[src/rtl/mcs_pkg.sv]
package mcs_pkg;
  localparam int unsigned NUM_CAUSE = 7;
  localparam int unsigned STATE_W   = NUM_CAUSE + 2;
  localparam int unsigned DATA_W    = 32;
  localparam int unsigned SPR_W     = 10;
  localparam logic [SPR_W-1:0] SPR_MCS = 10'h23C;

  // cause index within the cause field (bit = index + 1 in the SPR word)
  localparam int unsigned C_IFETCH = 0;
  localparam int unsigned C_DREAD  = 1;
  localparam int unsigned C_DWRITE = 2;
  localparam int unsigned C_TLB    = 3;
  localparam int unsigned C_ICACHE = 4;
  localparam int unsigned C_DSRCH  = 5;
  localparam int unsigned C_DFLUSH = 6;

  // last member is LSB: sum at bit 0, causes 1..7, imp at 8
  typedef struct packed {
    logic                 imp;
    logic [NUM_CAUSE-1:0] cause;
    logic                 sum;
  } mcs_state_t;
endpackage

[src/rtl/mcs_cause_decode.sv]
module mcs_cause_decode
  import mcs_pkg::*;
(
  input  logic                 err_ifetch_bus_i,
  input  logic                 err_dread_bus_i,
  input  logic                 err_dwrite_bus_i,
  input  logic                 err_tlb_par_i,
  input  logic                 err_icache_par_i,
  input  logic                 dc_par_err_i,
  input  logic                 dc_flush_op_i,
  output logic [NUM_CAUSE-1:0] cause_set_o
);
  always_comb begin
    cause_set_o           = '0;
    cause_set_o[C_IFETCH] = err_ifetch_bus_i;
    cause_set_o[C_DREAD]  = err_dread_bus_i;
    cause_set_o[C_DWRITE] = err_dwrite_bus_i;
    cause_set_o[C_TLB]    = err_tlb_par_i;
    cause_set_o[C_ICACHE] = err_icache_par_i;
    cause_set_o[C_DSRCH]  = dc_par_err_i & ~dc_flush_op_i;
    cause_set_o[C_DFLUSH] = dc_par_err_i &  dc_flush_op_i;
  end
endmodule

[src/rtl/mcs_spr_port.sv]
module mcs_spr_port
  import mcs_pkg::*;
#(
  parameter int unsigned          NUM_W  = SPR_W,
  parameter int unsigned          DW     = DATA_W,
  parameter logic [NUM_W-1:0]     MY_NUM = SPR_MCS
) (
  input  logic [NUM_W-1:0]   spr_num_i,
  input  logic               spr_rd_i,
  input  logic               spr_wr_i,
  input  logic [DW-1:0]      spr_wdata_i,
  input  logic               supervisor_i,
  input  mcs_state_t         state_i,
  output logic [STATE_W-1:0] clr_o,
  output logic [DW-1:0]      spr_rdata_o,
  output logic               priv_viol_o
);
  logic hit;
  assign hit = (spr_num_i == MY_NUM);

  always_comb begin
    clr_o       = '0;
    spr_rdata_o = '0;
    priv_viol_o = 1'b0;
    if (hit && supervisor_i) begin
      if (spr_wr_i) clr_o = spr_wdata_i[STATE_W-1:0];
      if (spr_rd_i) spr_rdata_o[STATE_W-1:0] = state_i;
    end
    if (hit && !supervisor_i && spr_rd_i) priv_viol_o = 1'b1;
  end

  always_comb begin
    assert_rsvd_zero_R2: assert (spr_rdata_o[DW-1:STATE_W] == '0);
  end
endmodule

[src/rtl/mcs_status_reg.sv]
module mcs_status_reg
  import mcs_pkg::*;
(
  input  logic                 clk_i,
  input  logic                 rst_ni,
  input  logic                 me_en_i,
  input  logic [NUM_CAUSE-1:0] cause_set_i,
  input  logic [STATE_W-1:0]   clr_i,
  output mcs_state_t           state_o
);
  mcs_state_t clr_s;
  logic       any_evt;
  assign clr_s   = mcs_state_t'(clr_i);
  assign any_evt = |cause_set_i;

  for (genvar g = 0; g < NUM_CAUSE; g++) begin : g_cause
    always_ff @(posedge clk_i or negedge rst_ni) begin
      if (!rst_ni)             state_o.cause[g] <= 1'b0;
      else if (cause_set_i[g]) state_o.cause[g] <= 1'b1;
      else if (clr_s.cause[g]) state_o.cause[g] <= 1'b0;
    end

    assert_cause_sticky_R7: assert property (@(posedge clk_i) disable iff (!rst_ni)
      $fell(state_o.cause[g]) |-> $past(clr_s.cause[g]));
  end

  always_ff @(posedge clk_i or negedge rst_ni) begin
    if (!rst_ni) begin
      state_o.sum <= 1'b0;
      state_o.imp <= 1'b0;
    end else begin
      if (any_evt)          state_o.sum <= 1'b1;
      else if (clr_s.sum)   state_o.sum <= 1'b0;
      if (any_evt && !me_en_i) state_o.imp <= 1'b1;
      else if (clr_s.imp)   state_o.imp <= 1'b0;
    end
  end

  assert_sum_with_cause_R3: assert property (@(posedge clk_i) disable iff (!rst_ni)
    any_evt |=> state_o.sum && ((state_o.cause & $past(cause_set_i)) == $past(cause_set_i)));

  assert_set_wins_R8: assert property (@(posedge clk_i) disable iff (!rst_ni)
    (any_evt && clr_s.sum) |=> state_o.sum);

  assert_imp_source_R5: assert property (@(posedge clk_i) disable iff (!rst_ni)
    $rose(state_o.imp) |-> $past(any_evt && !me_en_i));
endmodule

[src/rtl/mcs_unit.sv]
module mcs_unit
  import mcs_pkg::*;
(
  input  logic              clk_i,
  input  logic              rst_ni,
  input  logic              me_en_i,
  input  logic              err_ifetch_bus_i,
  input  logic              err_dread_bus_i,
  input  logic              err_dwrite_bus_i,
  input  logic              err_tlb_par_i,
  input  logic              err_icache_par_i,
  input  logic              dc_par_err_i,
  input  logic              dc_flush_op_i,
  input  logic [SPR_W-1:0]  spr_num_i,
  input  logic              spr_rd_i,
  input  logic              spr_wr_i,
  input  logic [DATA_W-1:0] spr_wdata_i,
  input  logic              supervisor_i,
  output logic [DATA_W-1:0] spr_rdata_o,
  output logic              priv_viol_o,
  output logic              mc_irq_o
);
  logic [NUM_CAUSE-1:0] cause_set;
  logic [STATE_W-1:0]   clr;
  mcs_state_t           state;

  mcs_cause_decode u_dec (
    .err_ifetch_bus_i (err_ifetch_bus_i),
    .err_dread_bus_i  (err_dread_bus_i),
    .err_dwrite_bus_i (err_dwrite_bus_i),
    .err_tlb_par_i    (err_tlb_par_i),
    .err_icache_par_i (err_icache_par_i),
    .dc_par_err_i     (dc_par_err_i),
    .dc_flush_op_i    (dc_flush_op_i),
    .cause_set_o      (cause_set)
  );

  mcs_status_reg u_reg (
    .clk_i       (clk_i),
    .rst_ni      (rst_ni),
    .me_en_i     (me_en_i),
    .cause_set_i (cause_set),
    .clr_i       (clr),
    .state_o     (state)
  );

  mcs_spr_port #(
    .NUM_W  (SPR_W),
    .DW     (DATA_W),
    .MY_NUM (SPR_MCS)
  ) u_spr (
    .spr_num_i    (spr_num_i),
    .spr_rd_i     (spr_rd_i),
    .spr_wr_i     (spr_wr_i),
    .spr_wdata_i  (spr_wdata_i),
    .supervisor_i (supervisor_i),
    .state_i      (state),
    .clr_o        (clr),
    .spr_rdata_o  (spr_rdata_o),
    .priv_viol_o  (priv_viol_o)
  );

  assign mc_irq_o = state.sum & me_en_i;

  logic no_evt;
  assign no_evt = !(err_ifetch_bus_i | err_dread_bus_i | err_dwrite_bus_i |
                    err_tlb_par_i | err_icache_par_i | dc_par_err_i);

  assert_reset_quiet_R1: assert property (@(posedge clk_i)
    !rst_ni |-> !mc_irq_o);

  assert_irq_needs_enable_R4: assert property (@(posedge clk_i) disable iff (!rst_ni)
    mc_irq_o |-> me_en_i);

  assert_dc_search_only_R6: assert property (@(posedge clk_i) disable iff (!rst_ni)
    $rose(state.cause[C_DSRCH]) |-> $past(dc_par_err_i && !dc_flush_op_i));

  assert_dc_flush_only_R6: assert property (@(posedge clk_i) disable iff (!rst_ni)
    $rose(state.cause[C_DFLUSH]) |-> $past(dc_par_err_i && dc_flush_op_i));

  assert_user_write_noop_R9: assert property (@(posedge clk_i) disable iff (!rst_ni)
    (spr_wr_i && !supervisor_i && no_evt) |=> $stable(state));

  assert_foreign_num_noop_R10: assert property (@(posedge clk_i) disable iff (!rst_ni)
    (spr_num_i != SPR_MCS && no_evt) |=> $stable(state));
endmodule

[config.mk]
export PLATFORM = sky130hd
export DESIGN_NAME = mcs_unit
export DESIGN_NICKNAME = d
export VERILOG_FILES = /design/src/rtl/mcs_pkg.sv /design/src/rtl/mcs_cause_decode.sv /design/src/rtl/mcs_spr_port.sv /design/src/rtl/mcs_status_reg.sv /design/src/rtl/mcs_unit.sv
export SDC_FILE = /design/constraint.sdc
export NUM_CORES = 1
export LEC_CHECK = 0
export BUFFER_PORTS_ARGS = -buffer_cell sky130_fd_sc_hd__buf_2
export CORE_MARGIN = 8
export CORE_UTILIZATION = 35
export CTS_CLUSTER_SIZE = 30
export DETAILED_ROUTE_END_ITERATION = 10
export HOLD_SLACK_MARGIN = 0.02
export PLACE_DENSITY = 0.85
export SYNTH_ARGS = -nofsm -noshare
export SYNTH_HDL_FRONTEND = slang
export SYNTH_SLANG_ARGS = --single-unit
[constraint.sdc]
create_clock -name clk_i -period 1.9 [get_ports clk_i]
set_input_delay 0.285 -clock clk_i [delete_from_list [all_inputs] [get_ports clk_i]]
set_output_delay 0.285 -clock clk_i [all_outputs]
set_load 0.01 [all_outputs]
* After elaboration in Yosys (flattened, before gate mapping) *
Cells that the tools add are included.

word-level totals
  output and inout port bits = 34
  register bits = 9

operators by class
  bitwise gates (word level) = 4
  reduce and logical (&&, ||, !) cells = 16
  equality and inequality tests = 1
  multiplexer cells = 23

operators with widths
  kind                                         count
  two-way mux 9 bit                            4
  two-way mux 1 bit                            19
  nonzero test 2 bit                           9
  equality test 10 bit, second input constant  1
  OR reduction 7 bit                           1
  logical AND 1 bit                            4
  bitwise AND 1 bit                            3
  zero test 1 bit                              2
  inverter 1 bit                               1

* Longest topological paths before layout *
Gate-level depths: netlist (run 1).

  word-level depth = 5
  gate-level depth with buffers = 3
  depth with buffers taken out = 3

* Cells and area by module *
From an unflattened synthesis (run 1), not the netlist that was laid out.

unflattened totals
  cells, all modules = 111
  area, all modules = 948.4 um^2

modules (own cells, without submodules)
  module            instances  area an instance (um^2)  cells an instance
  mcs_spr_port      1          544.3                    74
  mcs_status_reg    1          344.1                    29
  mcs_cause_decode  1          53.8                     7
  mcs_unit          1          6.3                      1

* Least setup slack after synthesis (run 1) *
Ideal clock, no wire load.

  path kind = input to output
  from = input spr_num_i[0]
  to = output priv_viol_o
  slack = 0.474 ns
  arrival time = 1.141 ns
  stages on the path = 3
  path buffers = 0
  cells stage by stage = nand4bb_4 > nor4_4 > nor2b_1

between the ends
  longest elaborated chain between the ends = 4

ends and longest elaborated chain
  what                             line                RTL
  from (decl)                      mcs_unit.sv:14      input logic [SPR_W-1:0] spr_num_i,
  equality test 10 bit             mcs_spr_port.sv:19  assign hit = (spr_num_i == MY_NUM);
  logical AND 1 bit (2 in series)  mcs_spr_port.sv:29  if (hit && !supervisor_i && spr_rd_i) priv_viol_o = 1'b1;
  two-way mux 1 bit                mcs_spr_port.sv:29
  to (decl)                        mcs_unit.sv:20      output logic priv_viol_o,

Every way passes these cells.

* Final worst setup path (run 1) *
  from = input spr_num_i[0]
  to = output spr_rdata_o[1]

between the ends
  longest elaborated chain between the ends = 3

ends and longest elaborated chain
  what                  line                RTL
  equality test 10 bit  mcs_spr_port.sv:19
  logical AND 1 bit     mcs_spr_port.sv:25  if (hit && supervisor_i) begin
  two-way mux 9 bit     mcs_spr_port.sv:25
  to (decl)             mcs_unit.sv:19      output logic [DATA_W-1:0] spr_rdata_o,

Every way passes these cells.

==> results.ini, run 1 <==
[run_status]
status=complete, no violations

[logic_synthesis]
synthArstFlopShare=1.000
yosys_most_used_dff=dfrtp_1
yosysUniqueCellTypes=22
syn_area_per_cell_um2=9.079
yosysTopAreaCell=dfrtp_1
synthTopCellsByArea=dfrtp_1 30%, buf_4 23%, and3_1 7.6%
synth_edf_count=0
ys_seq_elements=9
netlist_instances=82
seq_area_frac_synth=0.3025
synth-warning-count=0
syn_area_um2=744.5
synth_top_cell_area_share=0.3025

[clocking]
clockBufferDepth=2
clk_pin_slew_ps=60
insertion_delay_ps=250
clock-root-buffer=clkbuf_4
cts_num_sinks=9
cts_hold_buf=1
post-cts-setup-buffer-count=0
ctsResizeCount=0
numCtsBuffers=3
cts_tree=yes
htreeDepth=1

[grt]
grt_pass1_vias=735
overflow=0
grtUsageTotal=0.1063
grt_pass1_wl_um=3387
grt_max_degree=14
antenna_found_initial=0

[die]
die-area_um2=3859
fp.dieH_um=62.12
io_pins=89
initial_core_util=0.3756
std_cell_rows=16
die_x_um=62.12
core-area_um2=1982

[routing]
num_vias=658
avgRoutedWirePerCell_um=13.38
drt-total-wl_um=2060
dr.first_iter.drc_count=14
ant_nets=0
routed_via_density=4.273
first_pass_iters=2
drc=0

[sta]
period_minus_slack_ps=1724
fin_crit_sh=0.9074
rsz0062_at_grt=no
skew_ps=0
setup_viol=0
final_max_slew_viol_count=0
max_freq_ghz=0.5800
finalHoldViolations=0
fin_setup_tns_ps=0

[finish]
top_regs=u_reg.state_o x9
fin_util=0.4697
fin_nets=183
n_antenna_cell=0
regMostFlops=u_reg.state_o
largest_reg_flops=9
area_delta_synth_final_pct=25.04
most-common-layout-cells=42 x buf_2, 23 x conb_1, 9 x inv_1, 9 x and3_1, 9 x dfrtp_1
layout_commonest_cell=buf_2
drive_gt1_frac=0.3937

[run]
cap_violations=0

[worst_setup_path]
rrSetupSlack_ps=1090
r2r-end=u_reg.state_o[7]
r2r_start=u_reg.state_o[7]
cp-end-kind=output pin
path_class=primary input to output pin
cp.required_ps=1620
crit_path_end=spr_rdata_o[1]
crit_start=spr_num_i[0]
r2r_cells=3
arrival_ps=1440
path_max_fanout=10
cp-start-kind=primary input

[power_and_ir_drop]
ir_drop_mv=0.2477
p_per_area_nw_per_um2=462.5
power_leakage_nw=0.5327

[place]
port-buffer-count=42
hpwlAfterDp_um=1794
place.gp.congestion=0.7402

[worst_hold_path]
min_path_type=primary input to register

[worst min-delay path by stage]
| stage | cells after the start | slack (ps) | start | end |
|---|---|---|---|---|
| after global routing | 2 | 200 | spr_wdata_i[4] | u_reg.state_o[4] |
| final | 2 | 210 | spr_wdata_i[2] | u_reg.state_o[2] |
| after floorplan | 0 | -10 | rst_ni | u_reg.state_o[0] |
| after global placement | 1 | 140 | rst_ni | u_reg.state_o[4] |
| after CTS | 2 | 200 | spr_wdata_i[2] | u_reg.state_o[2] |
| after detailed placement | 1 | 150 | rst_ni | u_reg.state_o[4] |
[power breakdown]
group	internal [W]	switching [W]
registers	0.000192	0.0000000157
clock network	0.0000809	0.0000666
logic	0.0000364	0.0000550
[synthesized netlist by cell type, types with 2 or more instances]
cell,instances
o41ai_1,2
buf_4,23
nand2_1,2
a31oi_1,5
dfrtp_1,9
nand3_1,2
nand4bb_4,2
o21ai_0,2
and3_1,9
nor4_4,2
nor2_1,5
inv_1,9
[final cells by class]
class	instances	area, um2
multi-input combinational	62	391.6
timing repair buffer	43	220.2
tap	27	33.78
inverter	9	33.78
sequential	9	225.2
fill	200	1051
clock buffer	4	26.28
[cells by family (layout without fill, tap and decap cells)]
kind of cell | count (synthesis) | count (layout) | synth area share
other | 1 | 23 | 0.005037
buffers and inverters | 33 | 56 | 0.2824
and+or+nand+nor | 27 | 27 | 0.3008
DFF | 9 | 9 | 0.3025
AOI/OAI and AO/OA | 12 | 12 | 0.1093
[worst max-delay path, cell delays in order]
cell and delay (ps):
buf_2 100, nand4bb_4 260, nor4_4 430, and3_1 220, buf_2 130
[per-layer routing]
metal  GRT usage  routed length (um)  vias up
li1            -                   -      326
met1      0.1080                 812      292
met2      0.1746                1013       40
met3     0.06452                 234        0
met4     0.03790                   0        0
met5           0                   0        -
[stage by stage]
step	cell area (um2)	instances	total power, W	hold slack, ps	setup slack, ps
2_1_floorplan	827.0	104	0.0002728	-10.59	473.7
3_3_place_gp	894.6	149	0.0002803	140.5	187.1
3_5_place_dp	894.6	149	0.0002830	149.6	179.1
4_1_cts	930.9	154	0.0004365	198.2	172.8
5_1_grt	930.9	154	0.0004586	199.3	96.57
6_report	930.9	154	0.0004305	208.4	176.0
Power figures use the tool's default switching activity.
==> run 2, diff against run 1 <==
--- a/config.mk
+++ b/config.mk
@@ -11,7 +11,8 @@
 export CTS_CLUSTER_SIZE = 30
 export DETAILED_ROUTE_END_ITERATION = 10
 export HOLD_SLACK_MARGIN = 0.02
-export PLACE_DENSITY = 0.85
+export PLACE_DENSITY = 0.75
 export SYNTH_ARGS = -nofsm -noshare
 export SYNTH_HDL_FRONTEND = slang
+export SYNTH_HIERARCHICAL = 1
 export SYNTH_SLANG_ARGS = --single-unit
==> run 2 against run 1 <==
Clock skew is the same; design area grew 17%; global-route usage down 1.0 points; worst setup slack got worse by 120 ps; sequential cell count unchanged; via count up 27%; power grew 5.5%; hold slack got worse by 6.3 ps; sequential share of layout area is 3.5 points lower.
==> results.ini, run 2 <==
[run_status]
status=complete, no violations  ; unchanged

[finish]
area_delta_synth_final_pct=14.64  ; was 25.04%
largest_reg_flops=9  ; unchanged
fin_nets=201  ; was 183
most-common-layout-cells=42 x buf_2, 23 x conb_1, 18 x nand3_1  ; was 42 x buf_2, 23 x conb_1, 9 x inv_1, 9 x and3_1, 9 x dfrtp_1
drive_gt1_frac=0.4345  ; was 0.3937
layout_commonest_cell=buf_2  ; unchanged
regMostFlops=u_reg/state_o  ; was u_reg.state_o
n_antenna_cell=0  ; unchanged
top_regs=u_reg/state_o x9  ; was u_reg.state_o x9

[sta]
max_freq_ghz=0.5426  ; was 0.5800 GHz
period_minus_slack_ps=1843  ; was 1724 ps
rsz0062_at_grt=no  ; unchanged
skew_ps=0  ; unchanged
fin_setup_tns_ps=0  ; unchanged
max_slew_margin=0.6591
tightest_slew_ps=511.4
fin_crit_sh=0.9700  ; was 0.9074
finalHoldViolations=0  ; unchanged
setup_viol=0  ; unchanged
final_max_slew_viol_count=0  ; unchanged

[logic_synthesis]
netlist_instances=111  ; was 82
synth.most_common_cell=buf_4  ; unchanged
synthArstFlopShare=1.000  ; unchanged
yosysUniqueCellTypes=25  ; was 22
synth-warning-count=6  ; was 0
synth_edf_count=0  ; unchanged
synthTopCellsByArea=dfrtp_1 24%, buf_4 22%, nor4_2 13%  ; was dfrtp_1 30%, buf_4 23%, and3_1 7.6%
syn_area_um2=948.4  ; was 744.5 um2
synth_common_cells=28 x buf_4, 18 x nand3_1, 10 x nor4_2  ; was 23 x buf_4, 9 x and3_1, 9 x dfrtp_1, 9 x inv_1
yosysTopAreaCell=dfrtp_1  ; unchanged
syn_area_per_cell_um2=8.544  ; was 9.079 um2
yosys_most_used_dff=dfrtp_1  ; unchanged
seq_area_frac_synth=0.2375  ; was 0.3025
synth_top_cell_area_share=0.2375  ; was 0.3025
ys_seq_elements=9  ; unchanged

[place]
place.gp.congestion=0.7738  ; was 0.7402
port-buffer-count=42  ; unchanged
hpwlAfterDp_um=1915  ; was 1794 um

[worst_setup_path]
crit_family=simple AND/OR/NAND/NOR gates  ; unchanged
arrival_ps=1560  ; was 1440 ps
cp-end-kind=output pin  ; unchanged
path_cells=buf_2, or4b_4, buf_12, nor4_2, buf_2  ; was buf_2, nand4bb_4, nor4_4, and3_1, buf_2
cp-start-kind=primary input  ; unchanged
cp.required_ps=1620  ; about the same
path_max_fanout=19  ; was 10
max_stage_delay_ps=540  ; was 430 ps
path_class=primary input to output pin  ; unchanged
critPathSlowestCell=or4b_4  ; was nor4_4
cp_num_buf_inv=3  ; was 2
crit_path_frequent_cell=buf_2  ; unchanged
critical_path_depth=5  ; unchanged
r2r_cells=1  ; was 3

[die]
io_pins=89  ; unchanged
core-area_um2=2663  ; was 1982 um2
die-area_um2=4631  ; was 3859 um2
initial_core_util=0.3562  ; was 0.3756
std_cell_rows=19  ; was 16
fp.dieH_um=68.06  ; was 62.12 um
die_x_um=68.06  ; was 62.12 um

[grt]
overflow=0  ; unchanged
grt_max_degree=20  ; was 14
grt_pass1_wl_um=3484  ; was 3387 um
grtUsageTotal=0.09600  ; was 0.1063
antenna_found_initial=0  ; unchanged
grt_pass1_vias=775  ; was 735

[routing]
routed_via_density=4.739  ; was 4.273
avgRoutedWirePerCell_um=13.39  ; was 13.38 um
first_pass_iters=4  ; was 2
ant_nets=0  ; unchanged
num_vias=834  ; was 658
drc=0  ; unchanged
drt-total-wl_um=2357  ; was 2060 um
dr.first_iter.drc_count=11  ; was 14

[clocking]
cts_tree=yes  ; unchanged
insertion_delay_ps=260  ; was 250 ps
numCtsBuffers=3  ; unchanged
clk_pin_slew_ps=60  ; about the same
cts_num_sinks=9  ; unchanged
post-cts-setup-buffer-count=0  ; unchanged
htreeDepth=1  ; unchanged
clockBufferDepth=2  ; unchanged
clock-root-buffer=clkbuf_4  ; unchanged

[worst_hold_path]
min_path_type=primary input to register  ; unchanged
worst_hold_path.num_cells=2  ; unchanged

[power_and_ir_drop]
clkPwrFrac=0.327  ; was 0.343
power_frac_seq=0.422  ; was 0.445
p_sw_w=0.0001425  ; was 0.0001216 W
p_per_area_nw_per_um2=417.7  ; was 462.5 nW/um2
power.share.switching=0.3137  ; was 0.2824
power_frac_comb=0.251  ; was 0.212
intPower_w=0.0003117  ; was 0.0003090 W
total_power_w=0.0004542  ; was 0.0004305 W
ir_drop_mv=0.2931  ; was 0.2477 mV
power_leakage_nw=0.4737  ; was 0.5327 nW

[run]
cap_violations=0  ; unchanged

[run 2: cells by family after synthesis]
group / synth area share
AOI/OAI and AO/OA: 0.06860
buffers and inverters: 0.3193
DFF: 0.2375
other: 0.003954
and+or+nand+nor: 0.3707
[run 2: final cells by class]
class                   count  area [um2]
flip-flops and latches      9       225.2
well taps                  31       38.79
inverters                   9       33.78
fillers                   276        1575
repair buffers             45       247.7
multi-input cells          78       515.5
clock buffers               4       26.28
[run 2: path summary, 6_finish.rpt]
| path | startpoint | end | slack [ps] |
|---|---|---|---|
| max | spr_num_i[7] | spr_rdata_o[7] | 60 |
| min | me_en_i | u_reg/state_o[8] | 200 |
| max reg2reg | u_reg/state_o[6] | u_reg/state_o[6] | 1210 |
| min reg2reg | u_reg/state_o[2] | u_reg/state_o[2] | 480 |
| max in group asynchronous | rst_ni | u_reg/state_o[1] | 1320 |
| min in group asynchronous | rst_ni | u_reg/state_o[6] | 390 |
[run 2: routing by layer]
metal	global-route usage	share of wire	vias to the layer above
met5	0	0	-
met3	0.02619	0.11	4
met2	0.1770	0.53	35
met1	0.09745	0.35	385
met4	0.04604	0.014	0
li1	-	-	410
[run 2: metrics by stage]
step	hold slack [ps]	instance area (um2)	setup WS, ps	cells	utilization
final	202.1	1087	57.09	176	0.4084
after detailed placement	149.9	1039	24.90	171	0.3900
after global placement	150.6	1039	28.42	171	0.3900
after global routing	210.8	1087	14.13	176	0.4084
after CTS	197.1	1075	20.89	176	0.4037
after floorplan	-10.59	1031	169.7	133	-
[run 2: power by group through the flow]
| stage | registers, W | logic, W | clock network (W) |
|---|---|---|---|
| floorplan | 0.000195 | 0.000111 | 0 |
| global placement | 0.000195 | 0.000108 | 0 |
| detailed placement | 0.000195 | 0.000109 | 0 |
| CTS | 0.000192 | 0.000111 | 0.000153 |
| global route | 0.000191 | 0.000126 | 0.000162 |
| finish | 0.000192 | 0.000114 | 0.000148 |
[run 2: timing repair]
action | CTS | global route
hold buffers | 1 | 0
gates resized for setup | 0 | 2
endpoints found under the hold margin | 9 | 0
endpoints found under the setup margin | 0 | 7
